==> src/rtl/gpio_irq_pkg.sv <==
`timescale 1ns/1ps
package gpio_irq_pkg;

   // register select, taken from address bits [3:2]
   typedef enum logic [1:0] {
      REG_CTL  = 2'd0,
      REG_IO   = 2'd1,
      REG_CFG  = 2'd2,
      REG_STAT = 2'd3
   } reg_sel_e;

   // detection modes in configuration bits [3:2]
   typedef enum logic [1:0] {
      DET_LEVEL = 2'd0,
      DET_RISE  = 2'd1,
      DET_FALL  = 2'd2,
      DET_BOTH  = 2'd3
   } det_mode_e;

   localparam int SLOT_BYTES = 16;

   // control word layout
   localparam int PULL_LSB = 0;
   localparam int PULL_W   = 2;
   localparam int FUNC_LSB = 2;
   localparam int FUNC_W   = 4;
   localparam int DRV_LSB  = 6;
   localparam int DRV_W    = 3;
   localparam int OE_BIT   = 9;

   // I/O word layout
   localparam int IO_IN_BIT  = 0;
   localparam int IO_OUT_BIT = 1;

   // configuration word layout
   localparam int CFG_EN_BIT  = 0;
   localparam int CFG_POL_BIT = 1;
   localparam int CFG_DET_LSB = 2;
   localparam int CFG_RAW_BIT = 4;
   localparam int CFG_TGT_LSB = 5;

   // status word layout
   localparam int STAT_BIT = 0;

endpackage

==> src/rtl/gpio_irq_sync.sv <==
`timescale 1ns/1ps
module gpio_irq_sync #(
   parameter int STAGES = 2
) (
   input  logic clk,
   input  logic rst_n,
   input  logic d,
   output logic q
);
   logic [STAGES-1:0] chain_q;

   always_ff @(posedge clk or negedge rst_n) begin
      if (!rst_n) chain_q <= '0;
      else        chain_q <= {chain_q[STAGES-2:0], d};
   end

   assign q = chain_q[STAGES-1];

   initial begin
      assert (STAGES >= 2) else $error("gpio_irq_sync: STAGES must be at least 2");
   end
endmodule

==> src/rtl/gpio_irq_detect.sv <==
`timescale 1ns/1ps
module gpio_irq_detect
   import gpio_irq_pkg::*;
(
   input  logic      clk,
   input  logic      rst_n,
   input  logic      lvl,
   input  logic      pol,
   input  det_mode_e mode,
   output logic      evt
);
   logic prev_q;
   logic adj_now, adj_prev, rise, fall;

   always_ff @(posedge clk or negedge rst_n) begin
      if (!rst_n) prev_q <= 1'b0;
      else        prev_q <= lvl;
   end

   // polarity applied to both samples so a polarity change is not an edge
   assign adj_now  = pol ? lvl    : ~lvl;
   assign adj_prev = pol ? prev_q : ~prev_q;
   assign rise     = adj_now & ~adj_prev;
   assign fall     = ~adj_now & adj_prev;

   always_comb begin
      unique case (mode)
         DET_LEVEL: evt = adj_now;
         DET_RISE:  evt = rise;
         DET_FALL:  evt = fall;
         DET_BOTH:  evt = rise | fall;
         default:   evt = 1'b0;
      endcase
   end

   // an edge-mode event needs a change of the sampled input
   p_edge_needs_change_r6: assert property (@(posedge clk) disable iff (!rst_n)
      (mode != DET_LEVEL && evt) |-> (lvl != prev_q));
endmodule

==> src/rtl/gpio_irq_pin.sv <==
`timescale 1ns/1ps
module gpio_irq_pin
   import gpio_irq_pkg::*;
#(
   parameter int SYNC_STAGES = 2,
   parameter int TARGET_W    = 3
) (
   input  logic                clk,
   input  logic                rst_n,
   input  logic                wr_en,
   input  reg_sel_e            wsel,
   input  logic [31:0]         wdata,
   input  reg_sel_e            rsel,
   output logic [31:0]         rdata,
   input  logic                pad_in,
   output logic                pad_out,
   output logic                pad_oe,
   output logic [PULL_W-1:0]   pull,
   output logic [FUNC_W-1:0]   func,
   output logic [DRV_W-1:0]    drive,
   output logic                irq,
   output logic [TARGET_W-1:0] target
);
   logic wr_ctl, wr_io, wr_cfg, wr_stat;
   logic [PULL_W-1:0]   pull_q;
   logic [FUNC_W-1:0]   func_q;
   logic [DRV_W-1:0]    drv_q;
   logic                oe_q, out_q, en_q, pol_q, stat_q;
   det_mode_e           det_q;
   logic [TARGET_W-1:0] tgt_q;
   logic                lvl, evt;

   assign wr_ctl  = wr_en && (wsel == REG_CTL);
   assign wr_io   = wr_en && (wsel == REG_IO);
   assign wr_cfg  = wr_en && (wsel == REG_CFG);
   assign wr_stat = wr_en && (wsel == REG_STAT);

   always_ff @(posedge clk or negedge rst_n) begin
      if (!rst_n) begin
         pull_q <= '0;
         func_q <= '0;
         drv_q  <= '0;
         oe_q   <= 1'b0;
      end else if (wr_ctl) begin
         pull_q <= wdata[PULL_LSB +: PULL_W];
         func_q <= wdata[FUNC_LSB +: FUNC_W];
         drv_q  <= wdata[DRV_LSB +: DRV_W];
         oe_q   <= wdata[OE_BIT];
      end
   end

   always_ff @(posedge clk or negedge rst_n) begin
      if (!rst_n)     out_q <= 1'b0;
      else if (wr_io) out_q <= wdata[IO_OUT_BIT];
   end

   always_ff @(posedge clk or negedge rst_n) begin
      if (!rst_n) begin
         en_q  <= 1'b0;
         pol_q <= 1'b0;
         det_q <= DET_LEVEL;
         tgt_q <= '0;
      end else if (wr_cfg) begin
         en_q  <= wdata[CFG_EN_BIT];
         pol_q <= wdata[CFG_POL_BIT];
         det_q <= det_mode_e'(wdata[CFG_DET_LSB +: 2]);
         tgt_q <= wdata[CFG_TGT_LSB +: TARGET_W];
      end
   end

   gpio_irq_sync #(.STAGES(SYNC_STAGES)) sync_i (
      .clk   (clk),
      .rst_n (rst_n),
      .d     (pad_in),
      .q     (lvl)
   );

   gpio_irq_detect detect_i (
      .clk   (clk),
      .rst_n (rst_n),
      .lvl   (lvl),
      .pol   (pol_q),
      .mode  (det_q),
      .evt   (evt)
   );

   // an event outranks a clearing write in the same cycle
   always_ff @(posedge clk or negedge rst_n) begin
      if (!rst_n)                         stat_q <= 1'b0;
      else if (evt)                       stat_q <= 1'b1;
      else if (wr_stat && !wdata[STAT_BIT]) stat_q <= 1'b0;
   end

   always_comb begin
      rdata = '0;
      unique case (rsel)
         REG_CTL: begin
            rdata[PULL_LSB +: PULL_W] = pull_q;
            rdata[FUNC_LSB +: FUNC_W] = func_q;
            rdata[DRV_LSB +: DRV_W]   = drv_q;
            rdata[OE_BIT]             = oe_q;
         end
         REG_IO: begin
            rdata[IO_IN_BIT]  = lvl;
            rdata[IO_OUT_BIT] = out_q;
         end
         REG_CFG: begin
            rdata[CFG_EN_BIT]                = en_q;
            rdata[CFG_POL_BIT]               = pol_q;
            rdata[CFG_DET_LSB +: 2]          = det_q;
            rdata[CFG_RAW_BIT]               = stat_q;
            rdata[CFG_TGT_LSB +: TARGET_W]   = tgt_q;
         end
         REG_STAT: rdata[STAT_BIT] = stat_q;
         default:  rdata = '0;
      endcase
   end

   assign pad_out = out_q;
   assign pad_oe  = oe_q && (func_q == '0);
   assign pull    = pull_q;
   assign func    = func_q;
   assign drive   = drv_q;
   assign irq     = stat_q && en_q;
   assign target  = tgt_q;

   // any event leaves the status set on the next edge
   p_event_sets_r7: assert property (@(posedge clk) disable iff (!rst_n)
      evt |=> stat_q);
   // a zero write with no competing event clears the status
   p_zero_clears_r7: assert property (@(posedge clk) disable iff (!rst_n)
      (wr_stat && !wdata[STAT_BIT] && !evt) |=> !stat_q);
   // the status never rises without an event
   p_no_rise_without_event_r7: assert property (@(posedge clk) disable iff (!rst_n)
      (!evt && !stat_q) |=> !stat_q);
   // the interrupt line needs the enable
   p_irq_needs_enable_r8: assert property (@(posedge clk) disable iff (!rst_n)
      irq |-> (en_q && stat_q));
   // output enable only in plain GPIO function
   p_oe_plain_gpio_r3: assert property (@(posedge clk) disable iff (!rst_n)
      pad_oe |-> (func_q == '0));
endmodule

==> src/rtl/gpio_irq_bank.sv <==
`timescale 1ns/1ps
module gpio_irq_bank
   import gpio_irq_pkg::*;
#(
   parameter int          NUM_PINS    = 4,
   parameter int          ADDR_W      = 16,
   parameter int unsigned BASE_ADDR   = 32'h1000,
   parameter int          SYNC_STAGES = 2,
   parameter int          TARGET_W    = 3,
   parameter int          APP_TARGET  = 3
) (
   input  logic                         clk,
   input  logic                         rst_n,
   input  logic [ADDR_W-1:0]            bus_addr,
   input  logic                         bus_wr_en,
   input  logic [31:0]                  bus_wdata,
   output logic [31:0]                  bus_rdata,
   input  logic [NUM_PINS-1:0]          pad_in_i,
   output logic [NUM_PINS-1:0]          pad_out_o,
   output logic [NUM_PINS-1:0]          pad_oe_o,
   output logic [NUM_PINS*PULL_W-1:0]   pad_pull_o,
   output logic [NUM_PINS*FUNC_W-1:0]   pad_func_o,
   output logic [NUM_PINS*DRV_W-1:0]    pad_drive_o,
   output logic [NUM_PINS-1:0]          irq_o,
   output logic [NUM_PINS*TARGET_W-1:0] irq_target_o,
   output logic                         app_irq_o
);
   localparam int              SLOT_LG = $clog2(SLOT_BYTES);
   localparam int              SLOT_W  = ADDR_W - SLOT_LG;
   localparam logic [ADDR_W-1:0] BASE_V = ADDR_W'(BASE_ADDR);

   initial begin
      assert (NUM_PINS >= 1) else $error("gpio_irq_bank: NUM_PINS must be at least 1");
      assert (ADDR_W > SLOT_LG && ADDR_W <= 32) else $error("gpio_irq_bank: ADDR_W out of range");
      assert ((BASE_ADDR % SLOT_BYTES) == 0) else $error("gpio_irq_bank: BASE_ADDR not slot aligned");
      assert ((longint'(BASE_ADDR) + longint'(NUM_PINS) * SLOT_BYTES) <= (longint'(1) << ADDR_W))
         else $error("gpio_irq_bank: register window exceeds address space");
      assert (TARGET_W >= 1 && CFG_TGT_LSB + TARGET_W <= 32) else $error("gpio_irq_bank: TARGET_W out of range");
      assert (APP_TARGET >= 0 && APP_TARGET < (1 << TARGET_W)) else $error("gpio_irq_bank: APP_TARGET does not fit");
   end

   logic [ADDR_W-1:0] off;
   logic [SLOT_W-1:0] slot;
   logic              hit;
   reg_sel_e          sel;
   logic [31:0]       pin_rdata [NUM_PINS];
   logic [NUM_PINS-1:0] to_app;

   assign off  = bus_addr - BASE_V;
   assign slot = off[ADDR_W-1:SLOT_LG];
   assign hit  = (bus_addr >= BASE_V) && (slot < SLOT_W'(NUM_PINS));
   assign sel  = reg_sel_e'(off[3:2]);

   for (genvar g = 0; g < NUM_PINS; g++) begin : g_pin
      logic pin_wr;
      assign pin_wr = bus_wr_en && hit && (slot == SLOT_W'(g));

      gpio_irq_pin #(
         .SYNC_STAGES (SYNC_STAGES),
         .TARGET_W    (TARGET_W)
      ) pin_i (
         .clk     (clk),
         .rst_n   (rst_n),
         .wr_en   (pin_wr),
         .wsel    (sel),
         .wdata   (bus_wdata),
         .rsel    (sel),
         .rdata   (pin_rdata[g]),
         .pad_in  (pad_in_i[g]),
         .pad_out (pad_out_o[g]),
         .pad_oe  (pad_oe_o[g]),
         .pull    (pad_pull_o[g*PULL_W +: PULL_W]),
         .func    (pad_func_o[g*FUNC_W +: FUNC_W]),
         .drive   (pad_drive_o[g*DRV_W +: DRV_W]),
         .irq     (irq_o[g]),
         .target  (irq_target_o[g*TARGET_W +: TARGET_W])
      );

      assign to_app[g] = irq_o[g] && (irq_target_o[g*TARGET_W +: TARGET_W] == TARGET_W'(APP_TARGET));
   end

   always_comb begin
      bus_rdata = '0;
      for (int i = 0; i < NUM_PINS; i++) begin
         if (hit && (slot == SLOT_W'(i))) bus_rdata = pin_rdata[i];
      end
   end

   assign app_irq_o = |to_app;

   // the combined line needs at least one pin interrupt
   p_app_needs_pin_r9: assert property (@(posedge clk) disable iff (!rst_n)
      app_irq_o |-> (irq_o != '0));
   // pads are not driven in the first cycle after reset
   p_quiet_after_reset_r10: assert property (@(posedge clk)
      !rst_n |=> (pad_oe_o == '0));
endmodule

==> config.mk <==
export PLATFORM = sky130hd
export DESIGN_NAME = gpio_irq_bank
export DESIGN_NICKNAME = d
export VERILOG_FILES = /design/src/rtl/gpio_irq_pkg.sv /design/src/rtl/gpio_irq_sync.sv /design/src/rtl/gpio_irq_detect.sv /design/src/rtl/gpio_irq_pin.sv /design/src/rtl/gpio_irq_bank.sv
export SDC_FILE = /design/constraint.sdc
export NUM_CORES = 1
export LEC_CHECK = 0
export BUFFER_PORTS_ARGS = -buffer_cell sky130_fd_sc_hd__buf_2
export CORE_UTILIZATION = 54
export CTS_CLUSTER_SIZE = 14
export DETAILED_ROUTE_END_ITERATION = 7
export GPL_TIMING_DRIVEN = 0
export PLACE_DENSITY = 0.84
export SLEW_MARGIN = 15
export SYNTH_ARGS = -nofsm -noshare
export SYNTH_HDL_FRONTEND = slang
export SYNTH_SLANG_ARGS = --single-unit
==> constraint.sdc <==
create_clock -name clk -period 3.83 [get_ports clk]
set_input_delay 0.766 -clock clk [delete_from_list [all_inputs] [get_ports clk]]
set_output_delay 0.766 -clock clk [all_outputs]
set_load 0.05 [all_outputs]
After elaboration in Yosys (flattened, before gate mapping). Index checks and enable logic that the tools add are counted.

Add/subtract/negate cells: 1. Magnitude comparators: 2. Eq/ne operators: 22. Muxes and demuxes: 40. Bitwise gates (word level): 28. Reduce and logical (&&, ||, !) cells: 58.

Operator list (count): $mux W32 (3); $pmux W6 S2 (4); $logic_and A1 B1 Y1 (42); $pmux W1 S4 (8); $eq A12 B2 Y1 const B (2); $eq A2 B2 Y1 const B (10); $ge A16 B13 Y1 const B (1); $logic_not A4 Y1 (4); $mux W1 (16); $not A1 Y1 (16); $sub A16 B13 Y16 const B (1); $eq A12 B1 Y1 const B (1); $eq A3 B2 Y1 const B (4); $logic_not A12 Y1 (1); $lt A12 B3 Y1 const B (1); $pmux W1 S3 (4); $eq A2 B1 Y1 const B (5); $logic_not A2 Y1 (5); $mux W10 (1); $and A1 B1 Y1 (8); $mux W2 (4); $reduce_bool A2 Y1 (4); $or A1 B1 Y1 (4); $reduce_or A4 Y1 (1); $logic_not A1 Y1 (1).

Flip-flop bits (word level): 88. Bits of input ports: 55. Output and inout bits: 93. Word-level logic and storage cells: 199.

Logic depth before layout (Yosys ltp). Gate-level depths: netlist of run 1.

Depth in word-level cells: 9. Gate-level depth with buffers: 6. Gate-level depth less buffers: 6.

Modules after synthesis. A second synthesis of run 1 with hierarchy kept.

Cell total of the unflattened synthesis: 570. Area total of the unflattened synthesis: 6402.4 sq um.

Modules (own cells, without submodules): gpio_irq_pin (instances 4, cells each 89, area an instance 1076.0 sq um, seq. area each 475.5 sq um); gpio_irq_bank (instances 1, cells each 170, area an instance 1492.7 sq um, seq. area each 0.0 sq um); gpio_irq_detect (instances 4, cells each 9, area an instance 101.3 sq um, seq. area each 25.0 sq um); gpio_irq_sync (instances 4, cells each 2, area an instance 50.0 sq um, seq. area each 50.0 sq um).

Worst setup path before layout of run 1. OpenSTA, ideal clock, no wires.

Kind: input port to output port. Start point: input port bus_addr[13]. End point: output port bus_rdata[2]. Data arrival time: 2898 ps. Required time: 3064 ps. Setup slack: 166 ps. Stages on the path: 5. Path buffers: 1. Path through: nor4b_4 -> and3_2 -> buf_4 -> nand4_1 -> o21ai_0.

Cells in the longest elaborated chain, start to end: 8. Elaborated cells on any way between the ends: 16. Classes of those cells: add/sub (1); order compare (2); eq/ne (3); mux (4); reduce/logical (6).

Ends and longest elaborated chain: from (decl) (line gpio_irq_bank.sv:14) `input logic [ADDR_W-1:0] bus_addr,`; $sub A16 B13 Y16 (line gpio_irq_bank.sv:49) `assign off = bus_addr - BASE_V;`; $lt A12 B3 Y1 (line gpio_irq_bank.sv:51) `assign hit = (bus_addr >= BASE_V) && (slot < SLOT_W'(NUM_PINS));`; $logic_and A1 B1 Y1 (line gpio_irq_bank.sv:51); $logic_and A1 B1 Y1 (line gpio_irq_bank.sv:85) `if (hit && (slot == SLOT_W'(i))) bus_rdata = pin_rdata[i];`; $mux W10 (line gpio_irq_bank.sv:85); $mux W32 (2 in series) (line gpio_irq_bank.sv:85); $mux W32 * (line gpio_irq_bank.sv:85); to (decl) (line gpio_irq_bank.sv:17) `output logic [31:0] bus_rdata,`.

Every way passes the cells marked *; elsewhere a longest branch is shown, timed or not.

Final worst setup path of run 1. Ends and elaborated chain as after synthesis.

==> flow_summary.json, run 1 <==
{
  "syn_avg_cell_area_um2": 12.2,
  "worst_hold_startpoint": "g_pin[2].pin_i.sync_i.chain_q[0]",
  "wire_per_inst_um": 18.3,
  "syn2layout_area_growth_pct": 19.6,
  "num_vias": 3535,
  "async_flop_share_pct": 100,
  "fin_crit_ns": 3.47,
  "max_freq_ghz": 0.288,
  "holdPathStages": 0,
  "p_int_mw": 1.30,
  "critical_path_required_ns": 3.06,
  "clockPowerShare_pct": 36.4,
  "pre_cts_ws_ns": 0.408,
  "cts_buffers": 9,
  "worstHoldPathType": "register to register",
  "clock_sinks": 88,
  "syn_area_um2": 4770,
  "core_um2": 8380,
  "grt_usage_pct": 27.2,
  "dp_hpwl_um": 8640,
  "routabilityCongestion": 0.908,
  "finalInstanceArea_um2": 5700,
  "skew_ns": 0.00584,
  "power.sequential.fraction_pct": 52.7,
  "fin_cells": 635,
  "synthTopCellsByArea": "dfrtp_1 46%, mux2_2 18%, mux2i_1 6.7%",
  "ys_ff_latch": 88,
  "overflow": 0,
  "synth_common_cells": "88 x dfrtp_1, 76 x mux2_2, 35 x buf_4",
  "swShare_pct": 27.2,
  "pin_count": 148,
  "post_cts_buffers": 0,
  "synth_ff_type": "dfrtp_1",
  "die_h_um": 96.0,
  "hold_buffers": 0,
  "placed_area_um2": 5510,
  "yosys_warnings": 0,
  "ff2ff_path_depth": 6,
  "p_total_mw": 1.78,
  "clk_pin_slew_ns": 0.08,
  "p_leak_nw": 2.98,
  "rsz0062_at_grt": "false",
  "min_period_over_period_pct": 90.5,
  "postLayoutCoreUtil_pct": 68.0,
  "crit_path_start_kind": "input pin",
  "power_frac_comb_pct": 10.8,
  "arrival_ns": 2.70,
  "cts_tree": "built",
  "hold_viol": 0,
  "status": "finished clean",
  "tightest_slew_ns": 0.675,
  "drtPass1Iterations": 4,
  "finalSetupTns_ns": 0,
  "max_cap_violations": 0,
  "crit_type": "input pin to primary output",
  "reg2reg_from": "g_pin[2].pin_i.pol_q",
  "dp.cells": 619,
  "r2r-end": "g_pin[2].pin_i.stat_q",
  "report.final.slew_viol_count": 0,
  "cts-root-buf": "clkbuf_8",
  "cts_buffer_depth": 2,
  "die_area_um2": 9210,
  "routed_wirelength_um": 11600,
  "grt_max_degree": 47,
  "rows": 33,
  "via_per_inst": 5.57,
  "ir_worst_vdd_v": 0.000293,
  "path_max_fanout": 10,
  "synth_cell_type_count": 39,
  "whs_endpoint": "g_pin[2].pin_i.sync_i.chain_q[1]",
  "io_buffers": 101,
  "postLayoutSetupSlackWorst_ns": 0.363,
  "antenna_found_initial": 0,
  "reg2reg_slack_ns": 2.40,
  "synth_edf_count": 0,
  "initial_core_util_pct": 56.9,
  "synth_most_common_cell": "dfrtp_1",
  "clkLatencyLatePin_ns": 0.37,
  "p_per_area_nw_per_um2": 313,
  "die_w_um": 96.0,
  "final-setup-viol-count": 0,
  "netlist.top_cell.by_area": "dfrtp_1",
  "synthCells": 391,
  "worst_hold_slack_ns": 0.357,
  "nNetsFinal": 588,
  "antennaDiodeCount": 0,
  "max_slew_margin_pct": 54.6,
  "switching_power_mw": 0.485,
  "grt_pass1_vias": 3528,
  "postRouteAntennaNets": 0,
  "drt_iter0_markers": 240,
  "yosysSeqAreaShare_pct": 46.2,
  "grt_pass1_wl_um": 18200,
  "drive_above_1_share_pct": 47.5,
  "cp-end-kind": "primary output",
  "post_cts_resized": 0,
  "synth_top_cell_area_share_pct": 46.2,
  "ctsHtreeMaxLevel": 3,
  "drc": 0
}
-- how the worst max path moves through the flow --
| stage | slack (ns) | endpoint | cells past startpoint | from |
|---|---|---|---|---|
| after floorplan | 0.17 | bus_rdata[2] | 5 | bus_addr[13] |
| after global placement | 0.41 | bus_rdata[2] | 7 | bus_addr[13] |
| after detailed placement | 0.41 | bus_rdata[2] | 7 | bus_addr[13] |
| after CTS | 0.39 | bus_rdata[2] | 7 | bus_addr[7] |
| after global routing | 0.29 | bus_rdata[2] | 7 | bus_addr[7] |
| final | 0.36 | bus_rdata[2] | 7 | bus_addr[13] |
-- critical path, stage by stage --
cell	delay, ns
buf_2	0.11
nor4b_4	0.48
and3_2	0.28
buf_4	0.17
nand4_1	0.23
o21ai_0	0.34
buf_2	0.32
-- power by group through the flow --
stage | clock, mW | combinational [mW] | sequential (mW)
after global routing | 0.698 | 0.211 | 0.942
after floorplan | 0 | 0.125 | 0.960
after CTS | 0.656 | 0.193 | 0.941
after global placement | 0 | 0.184 | 0.959
after detailed placement | 0 | 0.192 | 0.959
final | 0.650 | 0.193 | 0.941
-- per-layer routing --
layer / vias up / wire, µm / GRT usage [%]
met1: 1753 / 4740 / 35.0
met5: - / 0 / 0
li1: 1635 / - / -
met4: 0 / 167 / 10.6
met2: 133 / 5930 / 45.5
met3: 14 / 786 / 5.13
-- flip-flops by register name (all words and copies together) (netlist names), 8 cells and up --
register,count
g_pin.pin_i.func,16
g_pin.pin_i.drive,12
g_pin.pin_i.target,12
g_pin.pin_i.det_q,8
g_pin.pin_i.pull,8
g_pin.pin_i.sync_i.chain_q,8
-- cell families (layout without fill, tap and decap cells) --
logic type      after synthesis  in the layout  share of synthesized area [%]
xor+xnor                      8              8                           1.47
buf+inv                      56            174                           7.29
fa+ha+maj                     8              8                           2.10
simple gates                 72             72                           10.2
other cells                   1             22                         0.0786
flops                        88             88                           46.2
compound gates               46             46                           6.09
mux                         112            112                           26.6
-- cell type report --
class | count | area, µm²
clock buffers | 10 | 128
plain buffers | 46 | 310
flip-flops and latches | 88 | 2200
well taps | 105 | 131
repair buffers | 102 | 528
fillers | 652 | 2680
inverters | 10 | 37.5
clock inverters | 6 | 67.6
multi-input cells | 268 | 2300
-- cells in the final DEF (no fill, tap or decap), types with 2 or more instances in the layout --
cell,n
buf_2,105
dfrtp_1,88
mux2_2,76
buf_4,36
mux2i_1,32
o21ai_0,25
conb_1,22
nand2_1,12
inv_1,10
o211ai_1,10
nor2_1,9
clkbuf_8,9
xnor2_1,8
nand4_1,8
nand3_1,8
and2_1,8
ha_1,8
clkbuf_1,6
nor2_4,6
mux4_2,4
nor4_1,4
o41ai_1,4
nor2b_1,3
nor3b_1,2
or2_2,2
a221oi_1,2
nand4_4,2
nor2_2,2
inv_6,2
clkinvlp_4,2
Power figures use the tool's default switching activity.
==> run 2, diff against run 1 <==
CORE_ASPECT_RATIO = 2   (was not set)
==> run 2 against run 1 <==
  * Hold slack got worse by 0.031 ns
  * Non-clock buffer count is the same
  * Sequential power barely moved
  * Critical endpoint is now bus_rdata[4]
  * Core utilization shrank 0.38 points
  * Global-route usage increased by 1.8 points
==> flow_summary.json, run 2 (synthesized netlist as in run 1, its figures left out) <==
{
  "report.final.slew_viol_count": 0,
  "clock_sinks": 88,
  "drc": 0,
  "cts-root-buf": "clkbuf_16",
  "max_slew_margin_pct": 61.5,
  "die_area_um2": 9230,
  "clkLatencyLatePin_ns": 0.34,
  "postLayoutCoreUtil_pct": 67.6,
  "path_cells": "buf_2, nor4_4, and3_2, buf_4, nand4_1, o21ai_0, buf_2",
  "initial_core_util_pct": 55.5,
  "tightest_slew_ns": 0.578,
  "final-setup-viol-count": 0,
  "fin_cells": 631,
  "hold_buffers": 0,
  "max_cap_violations": 0,
  "max_freq_ghz": 0.277,
  "post_cts_resized": 0,
  "post_cts_buffers": 0,
  "final_cell_mix": "105 x buf_2, 88 x dfrtp_1, 76 x mux2_2",
  "p_leak_nw": 3.04,
  "drive_above_1_share_pct": 47.5,
  "arrival_ns": 2.84,
  "worstHoldPathType": "input pin to async pin",
  "io_buffers": 101,
  "grt_usage_pct": 29.0,
  "syn2layout_area_growth_pct": 21.8,
  "p_total_mw": 2.02,
  "via_per_inst": 5.76,
  "antenna_found_initial": 1,
  "rows": 48,
  "grt_pass1_vias": 3700,
  "postRouteAntennaNets": 0,
  "p_per_area_nw_per_um2": 348,
  "routabilityCongestion": 0.952,
  "cp_slowest_stage_delay_ns": 0.50,
  "core_um2": 8590,
  "crit_type": "input pin to primary output",
  "rsz0062_at_grt": "false",
  "cts_tree": "built",
  "critical_path_required_ns": 3.06,
  "ir_worst_vdd_v": 0.000332,
  "fin_crit_ns": 3.61,
  "drtPass1Iterations": 4,
  "cts_buffers": 9,
  "clk_pin_slew_ns": 0.06,
  "skew_ns": 0.00154,
  "overflow": 0,
  "status": "finished clean",
  "crit_path_top_delay_cell": "nor4_4",
  "hold_viol": 0,
  "worst_hold_slack_ns": 0.326,
  "cp-end-kind": "primary output",
  "grt_pass1_wl_um": 19000,
  "largest_reg_flops": 16,
  "min_period_over_period_pct": 94.2,
  "dp_hpwl_um": 9140,
  "pin_count": 148,
  "finalSetupTns_ns": 0,
  "n_fill_cell": 635,
  "die_w_um": 68.4,
  "grt_max_degree": 65,
  "num_vias": 3636,
  "routed_wirelength_um": 12400,
  "wire_per_inst_um": 19.6,
  "drt_iter0_markers": 194,
  "nNetsFinal": 588,
  "cpMostUsedCell": "buf_2",
  "die_h_um": 135,
  "path_max_fanout": 10,
  "layout_commonest_cell": "buf_2",
  "cts_buffer_depth": 2,
  "ctsHtreeMaxLevel": 3,
  "crit_path_start_kind": "input pin",
  "dp.cells": 614
}
==> run 2: changes by cell type in the layout (fill, tap and decap cells not counted) <==
| cell | previous run | this run |
|---|---|---|
| inv_6 | 2 | 0 |
| buf_16 | 0 | 1 |
| clkbuf_16 | 0 | 9 |
| clkinv_2 | 1 | 2 |
| buf_12 | 1 | 0 |
| clkinvlp_4 | 2 | 1 |
| clkbuf_8 | 9 | 1 |
| diode_2 | 0 | 1 |
| clkinv_4 | 0 | 1 |
==> run 2: worst max-delay path, delay by kind of cell <==
kind,cells,cell delay (ns)
and+or+nand+nor,3,1.04
buffers and inverters,3,0.61
AOI/OAI and AO/OA,1,0.41
==> run 2: metrics by stage <==
step           worst slack [ns]  cell area, µm²
2_1_floorplan             0.166            4850
6_report                  0.223            5810
5_1_grt                   0.175            5810
3_5_place_dp              0.284            5510
4_1_cts                   0.278            5810
3_3_place_gp              0.325            5480
==> run 2: final cells by class <==
| cell class | instances | area (µm²) | area share, % |
|---|---|---|---|
| repair buffers | 102 | 536 | 9.22 |
| multi-input cells | 268 | 2300 | 39.5 |
| clock inverters | 5 | 56.3 | 0.969 |
| flip-flops and latches | 88 | 2200 | 37.9 |
| diodes | 1 | 2.50 | 0.0431 |
| clock buffers | 11 | 243 | 4.18 |
| well taps | 100 | 125 | 2.15 |
| inverters | 10 | 37.5 | 0.646 |
| plain buffers | 46 | 310 | 5.34 |
==> run 2: report_power, final <==
part / internal (mW) / leakage [nW] / switching [mW]
Clock: 0.522 / 0.146 / 0.360
Sequential: 0.937 / 1.18 / 0.00496
Combinational: 0.0593 / 1.71 / 0.136
==> run 2: path summary, 6_finish.rpt <==
kind                       slack [ns]                             start  cells after the start                          endpoint
min in group clk                 0.35  g_pin[2].pin_i.sync_i.chain_q[0]                      0  g_pin[2].pin_i.sync_i.chain_q[1]
min reg2reg                      0.35  g_pin[2].pin_i.sync_i.chain_q[0]                      0  g_pin[2].pin_i.sync_i.chain_q[1]
max                              0.22                       bus_addr[7]                      7                      bus_rdata[4]
max reg2reg                      2.34              g_pin[3].pin_i.pol_q                      6             g_pin[3].pin_i.stat_q
min                              0.33                             rst_n                      1  g_pin[1].pin_i.sync_i.chain_q[1]
max in group asynchronous        2.89                             rst_n                      2            g_pin[2].pin_i.func[2]
==> run 2: per-layer routing <==
| layer | track usage, % | part of all wire, % |
|---|---|---|
| met4 | 16.8 | 4.9 |
| met3 | 5.91 | 4.7 |
| met1 | 32.3 | 35 |
| met2 | 49.0 | 56 |
| met5 | 0 | 0 |
==> run 3, diff against run 2 <==
ABC_AREA = 1   (was not set)
PLACE_DENSITY = 0.83   (was 0.84)
==> run 3 against run 2 <==
  * Global-route usage grew 2.7 points
  * Fmax grew 15%
  * Register-to-register slack lost 0.14 ns
  * Largest power group unchanged
  * Hold slack gained 0.021 ns
  * Clock power grew 2.7%
  * Via count grew 33%
  * Largest cell class unchanged
  * Count of clock-buffer cells in the layout shrank 1
  * Critical path depth grew 5
  * Clock skew grew 0.0089 ns
  * Cell count grew 38%
==> flow_summary.json, run 3 <==
{
  "synth_common_cells": "182 x nand2_1, 88 x dfrtp_1, 57 x inv_1",
  "yosys.area_share.simple_pct": 26.9,
  "drt_iter0_markers": 447,
  "final-setup-viol-count": 0,
  "critical_path_required_ns": 3.06,
  "grt_pass1_vias": 4685,
  "ir_worst_vdd_v": 0.000324,
  "worst_hold_slack_ns": 0.347,
  "cp-end-kind": "primary output",
  "die_h_um": 138,
  "num_vias": 4818,
  "tightest_slew_ns": 0.759,
  "post_cts_buffers": 0,
  "clk_pin_slew_ns": 0.06,
  "postRouteAntennaNets": 0,
  "die_area_um2": 9730,
  "routed_wirelength_um": 14800,
  "min_period_over_period_pct": 82.2,
  "drive_above_1_share_pct": 30.2,
  "crit_type": "input pin to primary output",
  "postLayoutSetupSlackWorst_ns": 0.683,
  "synth_cell_type_count": 36,
  "crit_path_start_kind": "input pin",
  "report.final.slew_viol_count": 0,
  "status": "finished clean",
  "rows": 49,
  "n_fill_cell": 775,
  "grt_pass1_wl_um": 23500,
  "syn_avg_cell_area_um2": 8.02,
  "io_buffers": 101,
  "pin_count": 148,
  "max_freq_ghz": 0.318,
  "worst_hold_startpoint": "g_pin[2].pin_i.sync_i.chain_q[0]",
  "synth_ff_type": "dfrtp_1",
  "cts_tree": "built",
  "synth_top_family_by_area": "simple AND/OR/NAND/NOR gates",
  "crit_path_start": "bus_addr[11]",
  "grt_max_degree": 48,
  "hold_viol": 0,
  "yosys_warnings": 0,
  "p_leak_nw": 3.36,
  "drc": 0,
  "syn2layout_area_growth_pct": 20.7,
  "multi_input_area_um2": 2270,
  "synth_compound_area_share_pct": 13.2,
  "rsz0062_at_grt": "false",
  "pre_cts_ws_ns": 0.727,
  "yosysSeqAreaShare_pct": 43.8,
  "arrival_ns": 2.38,
  "overflow": 0,
  "post_cts_resized": 0,
  "fin_crit_ns": 3.15,
  "cts_buffer_depth": 2,
  "max_slew_margin_pct": 49.4,
  "via_per_inst": 5.55,
  "p_total_mw": 2.04,
  "placed_area_um2": 5760,
  "synthTopCellsByArea": "dfrtp_1 44%, nand2_1 14%, buf_4 5.5%",
  "synth_edf_count": 0,
  "synth_xor_area_share_pct": 1.39,
  "antenna_found_initial": 0,
  "wire_per_inst_um": 17.1,
  "postLayoutCoreUtil_pct": 67.4,
  "grt_usage_pct": 31.7,
  "clock_sinks": 88,
  "initial_core_util_pct": 55.8,
  "layout_commonest_cell": "nand2_1",
  "drtPass1Iterations": 5,
  "regArea_um2": 2200,
  "synth_most_common_cell": "nand2_1",
  "finalSetupTns_ns": 0,
  "die_w_um": 70.2,
  "async_flop_share_pct": 100,
  "path_max_fanout": 10,
  "antennaDiodeCount": 0,
  "dp_hpwl_um": 11300,
  "synthAdderAreaFrac_pct": 1.99,
  "largest_reg_flops": 16,
  "skew_ns": 0.0104,
  "max_cap_violations": 0,
  "finalInstanceArea_um2": 6070,
  "worstHoldPathType": "register to register",
  "clkLatencyLatePin_ns": 0.35,
  "reg2reg_from": "g_pin[2].pin_i.pol_q",
  "p_per_area_nw_per_um2": 335,
  "ctsHtreeMaxLevel": 3,
  "fin_cells": 868,
  "cts-root-buf": "clkbuf_16",
  "syn_area_um2": 5030,
  "hold_buffers": 0,
  "synth_top_cell_area_share_pct": 43.8,
  "nNetsFinal": 824,
  "cts_buffers": 9,
  "netlist.top_cell.by_area": "dfrtp_1",
  "core_um2": 9010,
  "ys_ff_latch": 88,
  "routabilityCongestion": 0.920,
  "final_cell_mix": "182 x nand2_1, 110 x buf_2, 88 x dfrtp_1",
  "synthCells": 627,
  "synth.mux.area_fraction_pct": 0,
  "dp.cells": 852
}
==> run 3: kinds of logic (layout without fill, tap and decap cells) <==
logic type	count (synthesis)	in the layout
simple gates	295	295
buf+inv	119	237
compound gates	108	108
flops	88	88
fa+ha+maj	8	8
xor+xnor	8	8
other cells	1	22
==> run 3: final timing paths <==
check                                                   endpoint  slack (ns)  cells past startpoint
worst max register to register             g_pin[2].pin_i.stat_q        2.20                      7
worst max-delay path                                bus_rdata[7]        0.68                     12
min in group asynchronous                  g_pin[1].pin_i.stat_q        0.41                      1
max in group asynchronous               g_pin[0].pin_i.target[0]        2.77                      2
worst min-delay path            g_pin[2].pin_i.sync_i.chain_q[1]        0.35                      0
worst min register to register  g_pin[2].pin_i.sync_i.chain_q[1]        0.35                      0
==> run 3: per-layer routing <==
metal  vias up  part of all wire, %  global-route usage, %
met1      2209                   33                   34.3
met3        82                  7.6                   5.83
met4         0                  8.2                   23.2
met2       309                   51                   53.8
li1       2218                    -                      -
met5         -                    0                      0
==> run 3: power by group <==
group	switching, mW	internal [mW]
Combinational	0.142	0.0468
Clock	0.380	0.526
Sequential	0.00481	0.936
Total	0.527	1.51
==> run 3: cell type report <==
class                      instances  share of cell area (%)
clock inverter                     6                    1.11
timing repair buffer             102                    8.70
sequential                        88                    36.3
inverter                          63                    3.92
buffer                            56                    6.57
tap                              102                    2.10
clock buffer                      10                    3.94
multi-input combinational        441                    37.4
==> run 3: critical path, cell delays in order <==
cell     delay, ns
buf_2         0.11
nor2_1        0.13
nand2_2       0.11
nor2_8        0.14
nand3_4       0.10
nor2_8        0.17
buf_4         0.21
nand3_1       0.14
nand2_1       0.10
inv_1         0.04
nand2_1       0.08
buf_2         0.27
